===== config.mk =====
export PLATFORM = sky130hd
export DESIGN_NAME = audio_blk_dma
export DESIGN_NICKNAME = d
export VERILOG_FILES = /design/src/rtl/abd_pkg.sv /design/src/rtl/abd_regs.sv /design/src/rtl/abd_engine.sv /design/src/rtl/abd_irq.sv /design/src/rtl/audio_blk_dma.sv
export SDC_FILE = /design/constraint.sdc
export NUM_CORES = 1
export LEC_CHECK = 0
export ABC_AREA = 1
export CORE_ASPECT_RATIO = 1.4
export CORE_MARGIN = 8
export CORE_UTILIZATION = 41
export CTS_BUF_LIST = sky130_fd_sc_hd__clkbuf_16
export CTS_CLUSTER_SIZE = 30
export DETAILED_ROUTE_END_ITERATION = 10
export DONT_BUFFER_PORTS = 1
export GPL_ROUTABILITY_DRIVEN = 1
export GPL_TIMING_DRIVEN = 0
export RECOVER_POWER = 25
export SYNTH_ARGS = -nofsm -noshare
export SYNTH_HDL_FRONTEND = slang
export SYNTH_SLANG_ARGS = --single-unit

===== constraint.sdc =====
create_clock -name clk -period 4.4 [get_ports clk]
set_input_delay 0 -clock clk [delete_from_list [all_inputs] [get_ports clk]]
set_output_delay 0 -clock clk [all_outputs]
set_load 0.01 [all_outputs]

===== src/rtl/abd_pkg.sv =====
package abd_pkg;

    localparam int ADDR_W = 32;
    localparam int HALF_W = ADDR_W / 2;
    localparam int CNT_W  = HALF_W - 1;

    typedef enum logic [1:0] {
        SEL_ADDR_HI = 2'd0,
        SEL_ADDR_LO = 2'd1,
        SEL_CTRL    = 2'd2,
        SEL_LEFT    = 2'd3
    } reg_sel_e;

    typedef struct packed {
        logic             en;
        logic [CNT_W-1:0] nblk;
    } ctrl_t;

    function automatic logic [CNT_W-1:0] left_of(input logic [CNT_W-1:0] c);
        return (c == '0) ? '0 : c - 1'b1;
    endfunction

endpackage


===== src/rtl/abd_regs.sv =====
module abd_regs
    import abd_pkg::*;
(
    input  logic                  clk,
    input  logic                  rst,
    input  logic                  wr_en,
    input  logic [1:0]            wr_sel,
    input  logic [HALF_W-1:0]     wr_data,
    input  logic [1:0]            rd_sel,
    input  logic [CNT_W-1:0]      work_cnt,
    output logic [HALF_W-1:0]     rd_data,
    output logic [ADDR_W-1:0]     src_addr,
    output ctrl_t                 ctrl,
    output logic                  en_rise,
    output logic [CNT_W-1:0]      new_cnt
);

    ctrl_t wr_ctrl;

    always_comb begin
        wr_ctrl = ctrl_t'(wr_data);
        new_cnt = wr_ctrl.nblk;
        en_rise = wr_en && (reg_sel_e'(wr_sel) == SEL_CTRL) && wr_ctrl.en && !ctrl.en;
    end

    always_ff @(posedge clk) begin
        if (rst) begin
            src_addr <= '0;
            ctrl     <= '0;
        end else if (wr_en) begin
            case (reg_sel_e'(wr_sel))
                SEL_ADDR_HI: src_addr[ADDR_W-1:HALF_W] <= wr_data;
                SEL_ADDR_LO: src_addr[HALF_W-1:0]      <= wr_data;
                SEL_CTRL:    ctrl                      <= wr_ctrl;
                default:     ;
            endcase
        end
    end

    always_comb begin
        case (reg_sel_e'(rd_sel))
            SEL_ADDR_HI: rd_data = src_addr[ADDR_W-1:HALF_W];
            SEL_ADDR_LO: rd_data = src_addr[HALF_W-1:0];
            SEL_CTRL:    rd_data = ctrl;
            default:     rd_data = {1'b0, left_of(work_cnt)};
        endcase
    end

    assert_ignore_left_R7: assert property (@(posedge clk) disable iff (rst)
        (wr_en && wr_sel == 2'd3) |=> ($stable(src_addr) && $stable(ctrl)));

endmodule


===== src/rtl/abd_engine.sv =====
module abd_engine
    import abd_pkg::*;
#(
    parameter int BLOCK_BYTES = 32
) (
    input  logic                  clk,
    input  logic                  rst,
    input  logic                  en,
    input  logic                  en_rise,
    input  logic [CNT_W-1:0]      new_cnt,
    input  logic [CNT_W-1:0]      prog_cnt,
    input  logic [ADDR_W-1:0]     src_addr,
    input  logic                  tick,
    output logic [CNT_W-1:0]      work_cnt,
    output logic [ADDR_W-1:0]     work_addr,
    output logic                  req_valid,
    output logic [ADDR_W-1:0]     req_addr,
    output logic                  silent_valid,
    output logic                  reload_now
);

    localparam logic [ADDR_W-1:0] STEP = ADDR_W'(BLOCK_BYTES);

    logic [CNT_W-1:0] cnt_after;
    logic             fetch;
    logic             live_tick;

    always_comb begin
        live_tick  = tick && en;
        fetch      = live_tick && (work_cnt != '0);
        cnt_after  = (work_cnt != '0) ? work_cnt - 1'b1 : '0;
        reload_now = live_tick && (cnt_after == '0);
    end

    always_ff @(posedge clk) begin
        if (rst) begin
            work_cnt     <= '0;
            work_addr    <= '0;
            req_valid    <= 1'b0;
            req_addr     <= '0;
            silent_valid <= 1'b0;
        end else begin
            req_valid    <= fetch;
            silent_valid <= tick && !en;
            if (fetch) req_addr <= work_addr;
            if (en_rise) begin
                work_addr <= src_addr;
                work_cnt  <= new_cnt;
            end else if (live_tick) begin
                if (reload_now) begin
                    work_addr <= src_addr;
                    work_cnt  <= prog_cnt;
                end else begin
                    work_addr <= work_addr + STEP;
                    work_cnt  <= cnt_after;
                end
            end
        end
    end

    assert_latch_R3: assert property (@(posedge clk) disable iff (rst)
        en_rise |=> (work_cnt == $past(new_cnt) && work_addr == $past(src_addr)));

    assert_hold_R4: assert property (@(posedge clk) disable iff (rst)
        (en && !tick) |=> ($stable(work_cnt) && $stable(work_addr)));

    assert_fetch_R5: assert property (@(posedge clk) disable iff (rst)
        (tick && en && work_cnt != '0) |=> (req_valid && req_addr == $past(work_addr)));

    assert_silent_R8: assert property (@(posedge clk) disable iff (rst)
        (tick && !en) |=> (silent_valid && !req_valid));

    assert_nofetch_R10: assert property (@(posedge clk) disable iff (rst)
        (tick && en && work_cnt == '0) |=> !req_valid);

endmodule


===== src/rtl/abd_irq.sv =====
module abd_irq #(
    parameter int START_DELAY = 200,
    localparam int DLY_W = $clog2(START_DELAY + 1)
) (
    input  logic clk,
    input  logic rst,
    input  logic start,
    input  logic reload_now,
    output logic irq
);

    logic [DLY_W-1:0] dly;

    always_ff @(posedge clk) begin
        if (rst) begin
            dly <= '0;
            irq <= 1'b0;
        end else begin
            irq <= reload_now || (dly == DLY_W'(1));
            if (start)
                dly <= DLY_W'(START_DELAY);
            else if (dly != '0)
                dly <= dly - 1'b1;
        end
    end

    assert_start_irq_R9: assert property (@(posedge clk) disable iff (rst)
        (dly == DLY_W'(1) && !start) |=> irq);

    assert_reload_irq_R6: assert property (@(posedge clk) disable iff (rst)
        reload_now |=> irq);

    assert_quiet_R9: assert property (@(posedge clk) disable iff (rst)
        (!reload_now && dly != DLY_W'(1)) |=> !irq);

endmodule


===== src/rtl/audio_blk_dma.sv =====
module audio_blk_dma
    import abd_pkg::*;
#(
    parameter int BLOCK_BYTES = 32,
    parameter int START_DELAY = 200
) (
    input  logic              clk,
    input  logic              rst,
    input  logic              wr_en,
    input  logic [1:0]        wr_sel,
    input  logic [HALF_W-1:0] wr_data,
    input  logic [1:0]        rd_sel,
    output logic [HALF_W-1:0] rd_data,
    input  logic              tick,
    output logic              req_valid,
    output logic [ADDR_W-1:0] req_addr,
    output logic              silent_valid,
    output logic              irq
);

    logic [ADDR_W-1:0] src_addr;
    ctrl_t             ctrl;
    logic              en_rise;
    logic [CNT_W-1:0]  new_cnt;
    logic [CNT_W-1:0]  work_cnt;
    logic [ADDR_W-1:0] work_addr;
    logic              reload_now;

    abd_regs u_regs (
        .clk      (clk),
        .rst      (rst),
        .wr_en    (wr_en),
        .wr_sel   (wr_sel),
        .wr_data  (wr_data),
        .rd_sel   (rd_sel),
        .work_cnt (work_cnt),
        .rd_data  (rd_data),
        .src_addr (src_addr),
        .ctrl     (ctrl),
        .en_rise  (en_rise),
        .new_cnt  (new_cnt)
    );

    abd_engine #(.BLOCK_BYTES(BLOCK_BYTES)) u_engine (
        .clk          (clk),
        .rst          (rst),
        .en           (ctrl.en),
        .en_rise      (en_rise),
        .new_cnt      (new_cnt),
        .prog_cnt     (ctrl.nblk),
        .src_addr     (src_addr),
        .tick         (tick),
        .work_cnt     (work_cnt),
        .work_addr    (work_addr),
        .req_valid    (req_valid),
        .req_addr     (req_addr),
        .silent_valid (silent_valid),
        .reload_now   (reload_now)
    );

    abd_irq #(.START_DELAY(START_DELAY)) u_irq (
        .clk        (clk),
        .rst        (rst),
        .start      (en_rise),
        .reload_now (reload_now),
        .irq        (irq)
    );

    assert_one_kind_R8: assert property (@(posedge clk) disable iff (rst)
        $onehot0({req_valid, silent_valid}));

    assert_step_R5: assert property (@(posedge clk) disable iff (rst)
        (tick && ctrl.en && work_cnt > 1) |=> work_addr == $past(work_addr) + ADDR_W'(BLOCK_BYTES));

endmodule


==> impl_metrics.json, run 1 <==
{
  "async_reset_ff_frac": 0,
  "postCtsSetupBuffers": 0,
  "fin_crit_ps": 2627,
  "synth-compound-area-share": 0.2128,
  "gr-total-overflow": 0,
  "grt_max_degree": 17,
  "synth_top_family_by_area": "simple AND/OR/NAND/NOR gates",
  "cts_made_buffers": 17,
  "start_util": 0.4135,
  "final_util": 0.4747,
  "status": "complete, no violations",
  "synthFlopType": "dfxtp_1",
  "cts-resized-gates": 0,
  "chipHeight_microns": 171.5,
  "syn_nets": 1050,
  "worst-setup-path-type": "in -> reg",
  "powerDensity_nw_per_um2": 411.5,
  "setup_tns_ps": 0,
  "switchingPower_uw": 1043,
  "num_io_pins": 75,
  "critPathLaunchType": "input pin",
  "drc": 0,
  "final_antenna_net_count": 0,
  "synthXorXnorAreaFrac": 0.03465,
  "tightest_slew_ps": 753.0,
  "gp_congestion": 0.9251,
  "p_comb_frac": 0.184,
  "drv_cap": 0,
  "critPathMaxFanout": 10,
  "syn_inst": 1022,
  "mappedNetlistArea_sq_um": 7078,
  "irDropWorstVdd_mv": 0.1999,
  "cp_data_required_time_ps": 4720,
  "cts_hold_buf": 25,
  "worstPathArrival_ps": 2950,
  "final_common_cell": "nor2_1",
  "finalCritPeriodShare": 0.5970,
  "pwr-share-seq": 0.420,
  "grt_pass1_vias": 6840,
  "drtIter0Drc": 663,
  "slew_headroom": 0.4962,
  "critPathCaptureType": "flop",
  "vias_per_cell": 5.439,
  "vias": 6989,
  "internal-power_uw": 2300,
  "antenna_found_initial": 0,
  "ys_warn_count": 0,
  "dpl_cell_area_sq_um": 7336,
  "dr.pass1.iters": 5,
  "grt_first_pass_wirelength_mm": 37.37,
  "cts.sinks": 138,
  "setup_viol": 0,
  "final_cells": 1285,
  "area_growth_pct": 14.80,
  "root_buffer": "clkbuf_16",
  "fill_cells": 1789,
  "finClkSkew_ps": 7.063,
  "p_sw_frac": 0.3121,
  "final_cell_mix": "184 x nor2_1, 142 x nand2_1, 138 x dfxtp_1, 131 x o21ai_0, 102 x inv_1",
  "final_nets": 1094,
  "synthMuxAreaShare": 0,
  "clkTransAtPathRegs_ps": 60,
  "core_sq_um": 17120,
  "yosys.area_share.simple": 0.2620,
  "synthAdderAreaFrac": 0.007071,
  "synth-edff-count": 0,
  "dieWidth_microns": 127.0,
  "leakagePower_uw": 0.003219,
  "rows": 57,
  "finalHoldViolCount": 0,
  "cts_buffer_depth": 2,
  "cts_tree": "built",
  "syn_avg_cell_area_sq_um": 6.926,
  "insertion_delay_ps": 420,
  "grt_usage": 0.2233,
  "dp_hpwl_mm": 18.81,
  "n_antenna_cell": 0,
  "ys_ff_latch": 138,
  "ys_types": 38,
  "slew_violations": 0,
  "maxClockFrequency_ghz": 0.3807,
  "wl_per_cell_microns": 18.74,
  "die-area_sq_um": 21780,
  "ys_seq_area_frac": 0.3903,
  "final_cell_area_sq_um": 8125,
  "hold_class": "in -> reg",
  "port_buffers": 0,
  "rsz0062_at_grt": "false",
  "drive_gt1_frac": 0.06951,
  "dp_cells": 1228,
  "finalWirelength_mm": 24.08,
  "clockPowerShare": 0.396,
  "cts-htree-levels": 4
}
## worst paths after layout
check / start / to / slack, ps / cells past startpoint
worst max-delay path: wr_sel[0] / u_engine.work_addr[25] / 1770 / 13
worst min-delay path: wr_sel[0] / u_regs.src_addr[12] / 60 / 4
worst max register to register: u_engine.work_cnt[0] / u_engine.work_addr[16] / 1900 / 17
worst min register to register: u_regs.ctrl[15] / u_engine.silent_valid / 470 / 1
## metal layers
metal  global-route usage  up-vias  share of wire
met4               0.1287        0          0.047
met5                    0        -              0
li1                     -     3488              -
met2               0.4079      228           0.51
met3              0.04468       70          0.052
met1               0.2340     3203           0.39
## cells in the mapped netlist, drive strengths merged (11+ instances only)
master  instances  area [sq um]
o21ai         131         655.6
nand3          69         390.4
a31oi          15         93.84
nand4          11         68.82
xor2           24         210.2
dfxtp         138          2763
clkbuf         40         150.1
a21oi          81         473.0
nor2          190         738.2
nand2         144         550.5
o221ai         15         131.4
nor3           13         65.06
inv           100         375.4
buf            16         125.1
## metrics by stage
stage                     total power, uW  hold slack, ps  setup slack, ps
final                                3344           58.88             1773
after global routing                 3489           76.93             1562
after CTS                            3341           44.83             1778
after detailed placement             2011           127.4             1902
after global placement               2003           125.8             1902
after floorplan                      1859           122.7             2348
## flip-flops by register name, summed over array words and instances (netlist names)
name,count
u_engine.req_addr,32
u_engine.work_addr,32
u_regs.src_addr,32
u_regs.ctrl,16
u_engine.work_cnt,15
u_irq.dly,8
u_engine.req_valid,1
u_engine.silent_valid,1
u_irq.irq,1
## kinds of logic after synthesis
| family | count (synthesis) |
|---|---|
| compound gates | 261 |
| xor+xnor | 28 |
| simple gates | 433 |
| flops | 138 |
| fa+ha+maj | 4 |
| buf+inv | 158 |
## layout make-up
cell class                 instances  area, sq um  share of cell area
sequential                       138         2763              0.3400
tap                              206        257.7             0.03172
multi-input combinational        726         3656              0.4500
inverter                         102        384.1             0.04727
timing repair buffer              25        250.2             0.03080
clock buffer                      17        425.4             0.05236
buffer                            56        275.3             0.03388
clock inverter                    15        113.9             0.01401
## power by group through the flow
stage	registers (uW)	logic (uW)	clock network (uW)
2_1_floorplan	1410	451	0
3_3_place_gp	1430	574	0
3_5_place_dp	1430	582	0
4_1_cts	1400	612	1330
5_1_grt	1410	693	1380
6_report	1400	614	1330
## worst max-delay path: stages
cell and delay, ps:
dlygate4sd3_1 530, inv_1 70, nand3_1 340, inv_1 400, nand2_1 110, nor2_1 390, nor2_1 80, clkinv_1 150
buf_4 220, clkbuf_1 360, nand3_1 150, nand2_1 80, inv_1 30
Power figures use the tool's default switching activity.
==> run 2, diff against run 1 <==
==> constraint.sdc (replaced) <==
create_clock -name clk -period 2.6 [get_ports clk]
set_input_delay 0 -clock clk [delete_from_list [all_inputs] [get_ports clk]]
set_output_delay 0 -clock clk [all_outputs]
set_load 0.01 [all_outputs]
==> impl_metrics.json, run 2 (same netlist as run 1, synthesis figures left out) <==
{
  "status": "complete, no violations",
  "gr-total-overflow": 0,
  "chipHeight_microns": 171.5,
  "cts.sinks": 138,
  "wl_per_cell_microns": 18.69,
  "regToRegStartpoint": "u_engine.work_cnt[1]",
  "dieWidth_microns": 127.0,
  "setup_viol": 0,
  "rows": 57,
  "reg_top3": "u_engine.req_addr (32), u_engine.work_addr (32), u_regs.src_addr (32)",
  "crit_start": "u_engine.work_cnt[1]",
  "powerDensity_nw_per_um2": 694.4,
  "area_growth_pct": 15.08,
  "slew_headroom": 0.5024,
  "n_antenna_cell": 0,
  "dpl_cell_area_sq_um": 7336,
  "whs_endpoint": "u_regs.src_addr[12]",
  "maxClockFrequency_ghz": 0.4228,
  "grt_max_degree": 17,
  "irDropWorstVdd_mv": 0.3379,
  "grt_usage": 0.2233,
  "dr.pass1.iters": 5,
  "leakagePower_uw": 0.003223,
  "critPathCaptureType": "flop",
  "final_util": 0.4759,
  "worst-setup-path-type": "reg -> reg",
  "final_antenna_net_count": 0,
  "holdPathStages": 4,
  "postCtsSetupBuffers": 0,
  "gp_congestion": 0.9251,
  "min-delay-start": "wr_sel[0]",
  "vias": 6984,
  "start_util": 0.4135,
  "dp_hpwl_mm": 18.81,
  "grt_pass1_vias": 6847,
  "ff2ff_setup_slack_ps": 230,
  "finalHoldViolCount": 0,
  "finalWirelength_mm": 24.01,
  "slew_violations": 0,
  "final_nets": 1094,
  "antenna_found_initial": 0,
  "drtIter0Drc": 558,
  "root_buffer": "clkbuf_16",
  "die-area_sq_um": 21780,
  "ff2ff_path_depth": 15,
  "final_common_cell": "nor2_1",
  "finalCritPeriodShare": 0.9097,
  "power_uw": 5656,
  "final_cell_area_sq_um": 8145,
  "setup_tns_ps": 0,
  "drv_cap": 0,
  "drc": 0,
  "hold_class": "in -> reg",
  "worstPathArrival_ps": 2680,
  "hold_ws_ps": 59.26,
  "finClkSkew_ps": 5.929,
  "cts_buffer_depth": 2,
  "tightest_slew_ps": 743.6,
  "vias_per_cell": 5.435,
  "core_sq_um": 17120,
  "cts-htree-levels": 4,
  "fin_crit_ps": 2365,
  "port_buffers": 0,
  "drive_gt1_frac": 0.07229,
  "clkTransAtPathRegs_ps": 60,
  "critPathMaxFanout": 10,
  "insertion_delay_ps": 420,
  "r2r-end": "u_engine.work_addr[15]",
  "cp_data_required_time_ps": 2910,
  "cts_made_buffers": 17,
  "final_cell_mix": "184 x nor2_1, 141 x nand2_1, 138 x dfxtp_1, 131 x o21ai_0, 101 x inv_1",
  "critPathLaunchType": "flop",
  "cts_tree": "built",
  "num_io_pins": 75,
  "rsz0062_at_grt": "false",
  "grt_first_pass_wirelength_mm": 37.37
}
## run 2: what timing repair did
item                                    in CTS  in global routing
endpoints found under the setup margin       0                 50
endpoints found under the hold margin       67                  0
hold buffers                                25                  0
resized for setup                            0                  5
## run 2: per-stage QoR
stage                     instances  setup WS [ps]
after floorplan                1022          548.0
after global placement         1228          101.9
after detailed placement       1228          102.1
after CTS                      1285          113.4
after global routing           1285          29.95
final                          1285          234.8
## run 2: layout make-up
type	count	area (sq um)
fill	1786	8971
multi-input combinational	726	3676
sequential	138	2763
clock buffer	17	425.4
inverter	102	384.1
buffer	56	275.3
tap	206	257.7
timing repair buffer	25	250.2
clock inverter	15	113.9
## run 2: critical path, stage by stage, from the launching register on
cell	delay [ps]
dfxtp_1	360
inv_1	80
ha_4	190
nand2_4	100
nor2_4	40
nand2_2	130
buf_6	190
nand3_1	210
nand2_1	120
inv_1	50
nand3_2	90
buf_6	190
buf_6	180
a21oi_2	80
nor2_1	170
nor2_1	50
## run 2: worst max path at each step
stage                        endpoint  cells after the start
6_report       u_engine.work_addr[15]                     15
5_1_grt        u_engine.work_addr[13]                     16
4_1_cts        u_engine.work_addr[25]                     17
3_5_place_dp   u_engine.work_addr[25]                     12
3_3_place_gp   u_engine.work_addr[14]                     17
2_1_floorplan  u_engine.work_addr[25]                     16
## run 2: routing by layer
| metal | vias up | global-route usage | wire (microns) |
|---|---|---|---|
| met5 | - | 0 | 0 |
| met4 | 0 | 0.1287 | 1164 |
| met3 | 66 | 0.04437 | 1265 |
| met2 | 220 | 0.4082 | 12170 |
| met1 | 3209 | 0.2340 | 9410 |
| li1 | 3489 | - | - |
## run 2: power by group
part | total (uW) | internal, uW | switching (uW)
Clock | 2230 | 1290 | 940
Sequential | 2380 | 2260 | 120
Combinational | 1050 | 347 | 699
==> run 3, diff against run 2 <==
--- a/config.mk
+++ b/config.mk
@@ -5,7 +5,6 @@
 export SDC_FILE = /design/constraint.sdc
 export NUM_CORES = 1
 export LEC_CHECK = 0
-export ABC_AREA = 1
 export CORE_ASPECT_RATIO = 1.4
 export CORE_MARGIN = 8
 export CORE_UTILIZATION = 41
==> impl_metrics.json, run 3 <==
{
  "finalWirelength_mm": 24.16,
  "chipHeight_microns": 166.6,
  "dp_cells": 1012,
  "finClkSkew_ps": 8.679,
  "setup_slack_ps": -249.1,
  "pre_cts_ws_ps": -1006,
  "syn_avg_cell_area_sq_um": 8.164,
  "grt_first_pass_wirelength_mm": 36.77,
  "mappedNetlistArea_sq_um": 6638,
  "synthFlopType": "dfxtp_1",
  "leakagePower_uw": 0.002956,
  "critPathTopFamily": "simple AND/OR/NAND/NOR gates",
  "setup_viol": 58,
  "gr-total-overflow": 0,
  "vias_per_cell": 5.935,
  "maxClockFrequency_ghz": 0.3510,
  "status": "finished with violations",
  "synth_area_leader_cell": "dfxtp_1",
  "final_nets": 919,
  "start_util": 0.4140,
  "dp_hpwl_mm": 16.85,
  "num_io_pins": 75,
  "vias": 6546,
  "clkTransAtPathRegs_ps": 60,
  "cts_buffer_depth": 2,
  "final_common_cell": "nand2_1",
  "drc": 0,
  "syn_nets": 841,
  "tightest_slew_ps": 745.9,
  "critPathMaxFanout": 3,
  "ff2ff_path_depth": 10,
  "syn_inst": 813,
  "cts.sinks": 138,
  "reg_top3": "u_engine.req_addr (32), u_engine.work_addr (32), u_regs.src_addr (32)",
  "synthTopCellsByCount": "181 x nand2_1, 138 x dfxtp_1, 95 x a21oi_1, 71 x nor2_1, 46 x clkbuf_1",
  "p_comb_frac": 0.199,
  "synth_top_area_frac": 0.4162,
  "critical-path-max-stage-delay_ps": 580,
  "critPathCaptureType": "output pin",
  "clockPowerShare": 0.407,
  "cp_data_required_time_ps": 2600,
  "finalCritPeriodShare": 1.096,
  "die-area_sq_um": 20570,
  "synth-edff-count": 0,
  "crit_cells": 5,
  "area_growth_pct": 29.69,
  "synthTopCellsByArea": "dfxtp_1 42%, nand2_1 10%, a21oi_1 7.2%",
  "dieWidth_microns": 123.5,
  "insertion_delay_ps": 430,
  "drtIter0Drc": 545,
  "multi_input_comb_area_sq_um": 4068,
  "path_cells": "or4_4 > or4_4 > or4b_4 > a21oi_4 > mux4_2",
  "fill_cells": 1518,
  "ys_ff_latch": 138,
  "cts-htree-levels": 4,
  "ys_seq_area_frac": 0.4162,
  "final_cells": 1103,
  "core_sq_um": 16030,
  "root_buffer": "clkbuf_16",
  "drv_cap": 0,
  "powerDensity_nw_per_um2": 696.7,
  "wl_per_cell_microns": 21.90,
  "critPathLaunchType": "flop",
  "irDropWorstVdd_mv": 0.3624,
  "gp_congestion": 0.9776,
  "synth_most_common_cell": "nand2_1",
  "dr.pass1.iters": 5,
  "ys_types": 57,
  "grt_pass1_vias": 6406,
  "port_buffers": 0,
  "final_cell_mix": "180 x nand2_1, 136 x dfxtp_1, 93 x a21oi_1, 43 x nor2_1, 37 x clkbuf_1",
  "finalHoldViolCount": 0,
  "slew_violations": 0,
  "grt_max_degree": 17,
  "switchingPower_uw": 1759,
  "ys_warn_count": 0,
  "p_sw_frac": 0.2932,
  "cts_made_buffers": 17,
  "drive_gt1_frac": 0.2002,
  "cts_tree": "built",
  "hold_class": "in -> reg",
  "worstPathArrival_ps": 2850,
  "crit_path_frequent_cell": "or4_4",
  "critical-path-slowest-cell": "or4_4",
  "slew_headroom": 0.5027,
  "final-seq-area_sq_um": 2768,
  "fin_crit_ps": 2849,
  "rows": 55,
  "rsz0062_at_grt": "true",
  "holdPathStages": 3,
  "worst-path-buf-inv": 0,
  "grt_usage": 0.2340,
  "final_antenna_net_count": 0,
  "setup_tns_ps": -8379,
  "async_reset_ff_frac": 0,
  "antenna_found_initial": 0,
  "internal-power_uw": 4239,
  "failed_checks": "negative setup slack",
  "worst-setup-path-type": "reg -> out",
  "n_antenna_cell": 0,
  "pwr-share-seq": 0.394
}
run 3: path summary, 6_finish.rpt:
path	to	slack, ps	from
max	rd_data[13]	-250	u_engine.work_cnt[0]
min	u_regs.ctrl[2]	120	wr_en
max reg2reg	u_engine.work_addr[25]	-230	u_engine.work_cnt[0]
min reg2reg	u_engine.req_addr[2]	450	u_engine.work_addr[2]
run 3: layer usage:
metal / up-vias / global-route usage / part of all wire
li1: 3065 / - / -
met1: 3050 / 0.2546 / 0.36
met2: 336 / 0.3950 / 0.50
met3: 95 / 0.05313 / 0.074
met4: 0 / 0.1508 / 0.063
met5: - / 0 / 0
run 3: logic make-up after synthesis:
family	Yosys count	synth area share
compound gates	173	0.1723
xor+xnor	22	0.02903
fa+ha+maj	4	0.007540
buf+inv	64	0.04034
flops	138	0.4162
mux	24	0.06466
simple gates	388	0.2699
run 3: power groups by stage:
stage               clock network, uW  registers (uW)  logic (uW)
floorplan                           0            2350         658
global placement                    0            2390         835
detailed placement                  0            2390         838
CTS                              2460            2350        1030
global route                     2550            2380        1280
finish                           2440            2360        1190
run 3: final cells by class:
| cell class | instances | area share |
|---|---|---|
| buffer | 53 | 0.03401 |
| clock buffer | 17 | 0.04942 |
| clock inverter | 15 | 0.01875 |
| inverter | 8 | 0.003779 |
| multi-input combinational | 612 | 0.4725 |
| sequential | 138 | 0.3215 |
| tap | 199 | 0.02892 |
| timing repair buffer | 61 | 0.07108 |
run 3: what timing repair did:
item,in CTS,in global routing
hold endpoints to repair,64,1
pin swaps,18,12
resized for setup,104,48
buffers inserted,22,12
gates cloned,7,1
hold buffers,19,1
endpoints found under the setup margin,96,89
run 3: stage by stage:
step	area, sq um	utilization	power, uW	hold WS, ps
2_1_floorplan	6638	-	3011	136.0
3_3_place_gp	6887	0.4295	3224	137.1
3_5_place_dp	6887	0.4295	3229	142.8
4_1_cts	8354	0.5210	5840	46.45
5_1_grt	8608	0.5369	6205	123.3
6_report	8608	0.5369	5998	116.7
run 3: worst register-to-register path, stage by stage (launching register included):
cell       delay, ps
dfxtp_4          350
or4_4            580
buf_4            170
o21a_1           180
or4_4            500
buf_4            170
buf_4            140
o2bb2ai_4        170
buf_6            200
o21bai_1         150
a21oi_1          140
